## src/rtl/eic_pkg.sv

```systemverilog
package eic_pkg;
    // Per-line sampling state: no valid previous sample vs. comparing edges
    typedef enum logic [0:0] {
        LN_PRIME = 1'b0,
        LN_ARMED = 1'b1
    } ln_state_e;
endpackage

```

## src/rtl/eic_regs.sv

```systemverilog
module eic_regs #(
    parameter int NLINES = 16,
    parameter int SELW   = 4,
    parameter int AW     = 4
) (
    input  logic                     clk,
    input  logic                     rst,
    input  logic                     we,
    input  logic [AW-1:0]            waddr,
    input  logic [NLINES-1:0]        wdata,
    input  logic [AW-1:0]            raddr,
    output logic [NLINES-1:0]        rdata,
    input  logic [NLINES-1:0]        pend,
    output logic [NLINES*SELW-1:0]   sel,
    output logic [NLINES-1:0]        imask,
    output logic [NLINES-1:0]        emask,
    output logic [NLINES-1:0]        ren,
    output logic [NLINES-1:0]        fen,
    output logic [NLINES-1:0]        clr,
    output logic [NLINES-1:0]        resel
);
    localparam int FPR     = NLINES / SELW;   // selector fields per register
    localparam int NSEL    = NLINES / FPR;    // selector registers
    localparam int A_IMASK = NSEL;
    localparam int A_EMASK = NSEL + 1;
    localparam int A_RISE  = NSEL + 2;
    localparam int A_FALL  = NSEL + 3;
    localparam int A_PEND  = NSEL + 4;

    logic [NLINES*SELW-1:0] sel_q;
    logic [NLINES-1:0]      imask_q, emask_q, rise_q, fall_q;

    always_ff @(posedge clk) begin
        if (rst) begin
            sel_q   <= '0;
            imask_q <= '0;
            emask_q <= '0;
            rise_q  <= '0;
            fall_q  <= '0;
        end else if (we) begin
            for (int r = 0; r < NSEL; r++) begin
                if (int'(waddr) == r) sel_q[r*NLINES +: NLINES] <= wdata;
            end
            if (int'(waddr) == A_IMASK) imask_q <= wdata;
            if (int'(waddr) == A_EMASK) emask_q <= wdata;
            if (int'(waddr) == A_RISE)  rise_q  <= wdata;
            if (int'(waddr) == A_FALL)  fall_q  <= wdata;
        end
    end

    // A selector field that changes value re-primes its line
    for (genvar n = 0; n < NLINES; n++) begin : g_resel
        localparam int RI = n / FPR;
        assign resel[n] = we && (int'(waddr) == RI) &&
                          (wdata[(n % FPR)*SELW +: SELW] != sel_q[n*SELW +: SELW]);
    end

    assign clr   = (we && int'(waddr) == A_PEND) ? wdata : '0;
    assign sel   = sel_q;
    assign imask = imask_q;
    assign emask = emask_q;
    assign ren   = rise_q;
    assign fen   = fall_q;

    always_comb begin
        rdata = '0;
        for (int r = 0; r < NSEL; r++) begin
            if (int'(raddr) == r) rdata = sel_q[r*NLINES +: NLINES];
        end
        if (int'(raddr) == A_IMASK) rdata = imask_q;
        if (int'(raddr) == A_EMASK) rdata = emask_q;
        if (int'(raddr) == A_RISE)  rdata = rise_q;
        if (int'(raddr) == A_FALL)  rdata = fall_q;
        if (int'(raddr) == A_PEND)  rdata = pend;
    end

    assert_reset_clear_R1: assert property (@(posedge clk)
        rst |=> (sel_q == '0 && imask_q == '0 && emask_q == '0 &&
                 rise_q == '0 && fall_q == '0));
endmodule

```

## src/rtl/eic_line.sv

```systemverilog
module eic_line
    import eic_pkg::*;
#(
    parameter int SELW  = 4,
    parameter int NPORT = 2**SELW
) (
    input  logic             clk,
    input  logic             rst,
    input  logic [NPORT-1:0] pins,
    input  logic [SELW-1:0]  sel,
    input  logic             resel,
    input  logic             ren,
    input  logic             fen,
    input  logic             imask,
    input  logic             emask,
    input  logic             clr,
    output logic             pend,
    output logic             irq,
    output logic             evt
);
    ln_state_e st_q, st_d;
    logic      lvl, prev_q, pend_q, evt_q, hit;

    assign lvl = pins[sel];

    // State register
    always_ff @(posedge clk) begin
        if (rst) st_q <= LN_PRIME;
        else     st_q <= st_d;
    end

    always_comb begin
        st_d = st_q;
        unique case (st_q)
            LN_PRIME: st_d = LN_ARMED;
            LN_ARMED: st_d = LN_ARMED;
        endcase
        if (resel) st_d = LN_PRIME;
    end

    assign hit = (st_q == LN_ARMED) &&
                 ((ren && lvl && !prev_q) || (fen && !lvl && prev_q));

    // Outputs: sample history, pending flag, event strobe
    always_ff @(posedge clk) begin
        if (rst) begin
            prev_q <= 1'b0;
            pend_q <= 1'b0;
            evt_q  <= 1'b0;
        end else begin
            prev_q <= lvl;
            pend_q <= (pend_q && !clr) || (hit && imask);
            evt_q  <= hit && emask;
        end
    end

    assign pend = pend_q;
    assign irq  = pend_q && imask;
    assign evt  = evt_q;

    assert_prime_quiet_R10: assert property (@(posedge clk) disable iff (rst)
        (st_q == LN_PRIME) |=> (!evt_q && !$rose(pend_q)));
    assert_pend_hold_R7: assert property (@(posedge clk) disable iff (rst)
        (pend_q && !clr) |=> pend_q);
    assert_pend_mask_R6: assert property (@(posedge clk) disable iff (rst)
        $rose(pend_q) |-> $past(imask));
    assert_evt_mask_R9: assert property (@(posedge clk) disable iff (rst)
        evt_q |-> $past(emask));
endmodule

```

## src/rtl/edge_irq_ctrl.sv

```systemverilog
module edge_irq_ctrl #(
    parameter int NLINES = 16,
    parameter int SELW   = 4,
    parameter int AW     = 4
) (
    input  logic                              clk,
    input  logic                              rst,
    input  logic [(2**SELW)*NLINES-1:0]       pin_lvl,
    input  logic                              reg_we,
    input  logic [AW-1:0]                     reg_waddr,
    input  logic [NLINES-1:0]                 reg_wdata,
    input  logic [AW-1:0]                     reg_raddr,
    output logic [NLINES-1:0]                 reg_rdata,
    output logic [NLINES-1:0]                 irq_req,
    output logic [NLINES-1:0]                 evt_pulse
);
    localparam int NPORT = 2**SELW;

    logic [NLINES*SELW-1:0] sel;
    logic [NLINES-1:0]      imask, emask, ren, fen, clr, resel, pend;

    eic_regs #(.NLINES(NLINES), .SELW(SELW), .AW(AW)) u_regs (
        .clk(clk), .rst(rst),
        .we(reg_we), .waddr(reg_waddr), .wdata(reg_wdata),
        .raddr(reg_raddr), .rdata(reg_rdata),
        .pend(pend), .sel(sel), .imask(imask), .emask(emask),
        .ren(ren), .fen(fen), .clr(clr), .resel(resel)
    );

    for (genvar n = 0; n < NLINES; n++) begin : g_line
        logic [NPORT-1:0] col;
        for (genvar p = 0; p < NPORT; p++) begin : g_col
            assign col[p] = pin_lvl[p*NLINES + n];
        end
        eic_line #(.SELW(SELW), .NPORT(NPORT)) u_line (
            .clk(clk), .rst(rst), .pins(col),
            .sel(sel[n*SELW +: SELW]), .resel(resel[n]),
            .ren(ren[n]), .fen(fen[n]),
            .imask(imask[n]), .emask(emask[n]), .clr(clr[n]),
            .pend(pend[n]), .irq(irq_req[n]), .evt(evt_pulse[n])
        );
    end
endmodule

```

## config.mk

```make
export PLATFORM = sky130hd
export DESIGN_NAME = edge_irq_ctrl
export DESIGN_NICKNAME = d
export VERILOG_FILES = /design/src/rtl/eic_pkg.sv /design/src/rtl/eic_regs.sv /design/src/rtl/eic_line.sv /design/src/rtl/edge_irq_ctrl.sv
export SDC_FILE = /design/constraint.sdc
export NUM_CORES = 1
export LEC_CHECK = 0
export CAP_MARGIN = 20
export CORE_ASPECT_RATIO = 0.75
export CORE_MARGIN = 5
export CORE_UTILIZATION = 40
export CTS_CLUSTER_SIZE = 24
export DETAILED_ROUTE_END_ITERATION = 7
export PLACE_DENSITY = 0.76
export SLEW_MARGIN = 20
export SYNTH_ARGS = -nofsm -noshare
export SYNTH_HDL_FRONTEND = slang
export SYNTH_SLANG_ARGS = --single-unit
```

## constraint.sdc

```tcl
create_clock -name clk -period 2.1 [get_ports clk]
set_input_delay 0.42 -clock clk [delete_from_list [all_inputs] [get_ports clk]]
set_output_delay 0.42 -clock clk [all_outputs]
set_load 0.05 [all_outputs]
```

### Word-level counts from Yosys, hierarchy flattened

Index checks and enable logic that the tools add are counted.

| storage, ports and cells | value |
|---|---|
| flip-flop bits (word level) | 192 |
| word-level logic and storage cells | 433 |

| operators by class | value |
|---|---|
| magnitude comparators | 16 |
| eq/ne operators | 32 |
| multiplexer cells | 58 |
| reductions and logical operators | 255 |

Operators by type and width:

| kind | count |
|---|---|
| 1-bit logical AND | 165 |
| 16-bit 2-to-1 mux | 10 |
| 4-bit by 5-bit < comparator with 1-bit output, second input constant | 16 |
| 1-bit binary-select mux with 4-bit select | 16 |
| 4-bit != test | 16 |
| 1-bit zero test | 48 |
| 4-bit equality test, second input constant | 10 |
| 1-bit logical OR | 32 |
| 1-bit 2-to-1 mux | 32 |
| 4-bit by 3-bit equality test with 1-bit output, second input constant | 4 |
| 2-bit AND reduction | 8 |
| 4-bit by 2-bit equality test with 1-bit output, second input constant | 2 |
| 4-bit zero test | 2 |

### Logic depth before layout (Yosys ltp)

| logic depth | value |
|---|---|
| depth after elaboration | 10 |
| mapped depth | 7 |
| mapped depth without buffers | 5 |

### Modules after synthesis

A second synthesis with hierarchy kept.

| second synthesis, totals | value |
|---|---|
| cells, all modules | 1,206 |
| area total of the unflattened synthesis | 11,638.7 µm² |

Modules (own cells, without submodules):

| module | times used | cells an instance | area an instance (µm²) |
|---|---|---|---|
| eic_regs | 1 | 870 | 6,974.2 |
| eic_line | 16 | 21 | 291.5 |

### Least setup slack after synthesis

Ideal clock, no wire load.

| timing path | value |
|---|---|
| path type | input -> output |
| from | input port reg_raddr[1] |
| to | output port reg_rdata[7] |
| arrival time | 2.404 ns |
| required time | 1.680 ns |
| path slack | -0.724 ns |
| stages on the path | 7 |
| buffers on the path | 3 |
| path through | buf_2 -> buf_2 -> buf_2 -> nor2_1 -> o221ai_1 -> o221ai_1 -> o21ai_0 |

| between the ends | value |
|---|---|
| word-level cells in the longest chain between the ends | 10 |

Ends and longest elaborated chain:

| element | RTL line | source |
|---|---|---|
| start: declaration | edge_irq_ctrl.sv:12 | `input logic [AW-1:0] reg_raddr,` |
| 4-bit zero test | eic_regs.sv:68 | `if (int'(raddr) == r) rdata = sel_q[r*NLINES +: NLINES];` |
| 16-bit 2-to-1 mux (4 in a row) | eic_regs.sv:68 |  |
| 16-bit 2-to-1 mux | eic_regs.sv:70 | `if (int'(raddr) == A_IMASK) rdata = imask_q;` |
| 16-bit 2-to-1 mux | eic_regs.sv:71 | `if (int'(raddr) == A_EMASK) rdata = emask_q;` |
| 16-bit 2-to-1 mux | eic_regs.sv:72 | `if (int'(raddr) == A_RISE) rdata = rise_q;` |
| 16-bit 2-to-1 mux | eic_regs.sv:73 | `if (int'(raddr) == A_FALL) rdata = fall_q;` |
| 16-bit 2-to-1 mux * | eic_regs.sv:74 | `if (int'(raddr) == A_PEND) rdata = pend;` |
| end: declaration | edge_irq_ctrl.sv:13 | `output logic [NLINES-1:0] reg_rdata,` |

Mark *: on every way between the ends. The rest lies on a longest branch, timed or not.

### Worst setup path in the final report

| timing path | value |
|---|---|
| from | register u_regs.sel_q[60], in the netlist u_regs.sel[60] |
| to | output port reg_rdata[12] |

| between the ends | value |
|---|---|
| word-level cells in the longest chain between the ends | 6 |

Ends and longest elaborated chain:

| element | RTL line | source |
|---|---|---|
| start: declaration | eic_regs.sv:30 | `logic [NLINES*SELW-1:0] sel_q;` |
| 16-bit 2-to-1 mux | eic_regs.sv:68 |  |
| 16-bit 2-to-1 mux | eic_regs.sv:70 |  |
| 16-bit 2-to-1 mux | eic_regs.sv:71 |  |
| 16-bit 2-to-1 mux | eic_regs.sv:72 |  |
| 16-bit 2-to-1 mux | eic_regs.sv:73 |  |
| 16-bit 2-to-1 mux | eic_regs.sv:74 |  |

Every way passes these cells.

==> metrics <==
outcome finished, violations left; failing checks negative setup slack; CORE AREA 0.0281 mm^2; largest net degree at the start of global routing 47; Final setup violation count 16; IO Port Bufs 330; GR Layer Usage met2 41.6%; power per cell area 499 mW/mm^2; busiest layer in global routing met2; nets@finish 1836; initial core utilization 40.7%; Slew Limit Headroom 53.6%; Post-synth EDFFs 0; Netlist Area Pre-Place 0.0114 mm^2; Clock transition at path regs 0.07 ns; fmax 425 MHz; antenna violations before repair 1; Die Ht 156 um; layout cells sized above 1 26.9%; most frequent cells in the layout clkdlybuf4s50_1, nand2_1, buf_4, dfxtp_1, a21oi_1; Yosys cell types 42; sequential area share after synthesis 33.6%; commonest non-fill, non-tap cell in the layout clkdlybuf4s50_1; Reg area 0.00397 mm^2; hold path endpoint u_regs.fen[2]$_SDFFE_PP0P_; Top Ports 331; Area Growth Syn to Fin 49.6%; Slowest-stage cell, CP mux4_2; Slew @ Worst Pin 0.694 ns; Num CTS Buffers 17; DR WL/cell 22.4 um; Yosys warnings 0; max-slew violation count 0; Hold Vio Cnt, Final 0; die area 0.0321 mm^2; met3 usage 6.55%; Post-Layout Inst Area 0.0171 mm^2; multi-input logic area 0.00717 mm^2; Hold/Removal Path Class in2reg; Pleak 6.07 nW; dpl ws -0.574 ns; Pre-antenna DRT Iters 6; Avg Inst Size Synth 9.66 um^2; placed instance area 0.0158 mm^2; setup tns final -1.52 ns; clk_lat worst skew 0.45 ns; Most used DFF post-synth dfxtp_1; vias 10900; DRT iter0 DRCs 1240; DP HPWL 33.0 mm; first-pass GRT wire length 64.3 mm; GP Congestion 0.930; GRT Total Usage 26.2%; remaining antenna violation count 0; R2R Path End g_line[15].u_line.pend$_SDFF_PP0_; asr flop ratio synth 0%; vias in the first global route 10849; period utilisation layout 112%; syn nets 1466; Max Cap Viol 0; Final WS setup -0.256 ns; hold path cells 2; WS Path Type reg2out; num rows 53; R2R Path Start u_regs.sel[60]$_SDFFE_PP0P_; Clock Skew 0.0106 ns; RSZ-0062 raised after global routing true; crit path DAT 1.94 ns; htree depth 4; WL final 43.7 mm; CP Cell Sequence buf_6 > mux4_2 > nand2_2 > a21oi_2 > a21oi_2 > a21oi_4 > buf_12; Final Critical Period 2.36 ns; Worst R2R Path Depth 6; clock sink count 192; Synth top area share 33.6%; cell mode on critical path a21oi_2; clk buf depth 2; slowest cell delay on critical path 0.48 ns; Power, Total 0.00854 W; filler cell count 2267; area leader, netlist dfxtp_1; min-delay src rst; worst vdd ir 0.000642 V; Critical Path RT 1.68 ns; CP endpoint kind primary output; CP startpoint kind flip-flop; Yosys reg bits 192; synth top area cells dfxtp_1, mux4_1, mux2i_1; met1 usage 35.5%; CTS root buf clkbuf_16; gr ovfl total 0; CTS tree yes; r2r setup slk 0.05 ns; number of remaining DRC errors 0; die width 205 um; critical-path maximum fanout 2; DR vias/cell 5.58; Mapped Cells 1183
[worst max-delay path, delay by kind of cell (launching register included)]
family | cells | cell delay, ns
mux | 1 | 0.48
simple gates | 1 | 0.09
compound gates | 3 | 0.30
flops | 1 | 0.35
buf+inv | 2 | 0.27
[state kept, by name, summed over array words and instances (netlist names)]
| signal | flops |
|---|---|
| g_line.u_line.pend | 16 |
| u_regs.sel | 64 |
| u_regs.emask | 16 |
| u_regs.fen | 16 |
| g_line.u_line.prev_q | 16 |
| g_line.u_line.st_q | 16 |
| u_regs.ren | 16 |
| g_line.u_line.evt | 16 |
| u_regs.imask | 16 |
[cells by family (layout without fill, tap and decap cells)]
group	after synthesis	after routing	synth area share [%]
XOR/XNOR	64	64	4.90
flip-flops	192	192	33.6
AO/OA/AOI/OAI	191	191	9.74
buffers and inverters	148	529	7.32
other	0	3	0
AND/OR/NAND/NOR	384	386	15.8
multiplexers	204	204	28.6
[layout make-up]
cell class	instances	area share, %
clock inverters	11	0.622
inverters	9	0.198
diodes	3	0.0439
flip-flops and latches	192	23.2
well taps	385	2.82
multi-input cells	845	41.9
clock buffers	21	2.75
repair buffers	488	28.4
[synth_stat cells, drive strengths merged, types with 11 or more instances]
master,instances
dfxtp,192
a222oi,11
mux4,78
mux2i,114
nand2b,41
nor2,62
nor2b,33
xnor2,64
nand2,183
mux2,12
a31o,16
and3,17
nand4,16
buf,72
and2,16
a21oi,135
o21ai,14
clkbuf,67
[power by group]
group          total (W)  switching (W)  internal [W]
registers        0.00372      0.0000477       0.00368
logic            0.00160       0.000650      0.000949
clock network    0.00321        0.00148       0.00174
total            0.00854        0.00217       0.00636
[layer usage]
| metal | part of all wire (%) | vias to the layer above | wire length [um] |
|---|---|---|---|
| li1 | - | 4926 | - |
| met1 | 40 | 5244 | 17700 |
| met2 | 47 | 658 | 20400 |
| met3 | 11 | 72 | 4620 |
| met4 | 2.4 | 0 | 1030 |
| met5 | 0 | - | 0 |
[how the worst max path moves through the flow]
stage	from	end	cells past startpoint
after floorplan	reg_raddr[2]	reg_rdata[10]	7
after global placement	reg_raddr[1]	reg_rdata[12]	8
after detailed placement	reg_raddr[1]	reg_rdata[12]	8
after CTS	u_regs.sel[60]$_SDFFE_PP0P_	reg_rdata[12]	7
after global routing	u_regs.sel[60]$_SDFFE_PP0P_	reg_rdata[12]	7
final	u_regs.sel[60]$_SDFFE_PP0P_	reg_rdata[12]	7
[what timing repair did]
action	CTS	global route
endpoints found under the setup margin	23	35
hold buffers	0	0
cloned	4	0
buffers inserted	33	4
pin swaps	27	11
gates resized for setup	123	57
[through the flow]
step | utilization (%) | hold WS (ns) | cells
after floorplan | - | 0.453 | 1183
after global placement | 56.3 | 0.472 | 1887
after detailed placement | 56.3 | 0.479 | 1887
after CTS | 60.2 | 0.324 | 1947
after global routing | 60.8 | 0.333 | 1952
final | 60.8 | 0.341 | 1954
Power figures use the tool's default switching activity.
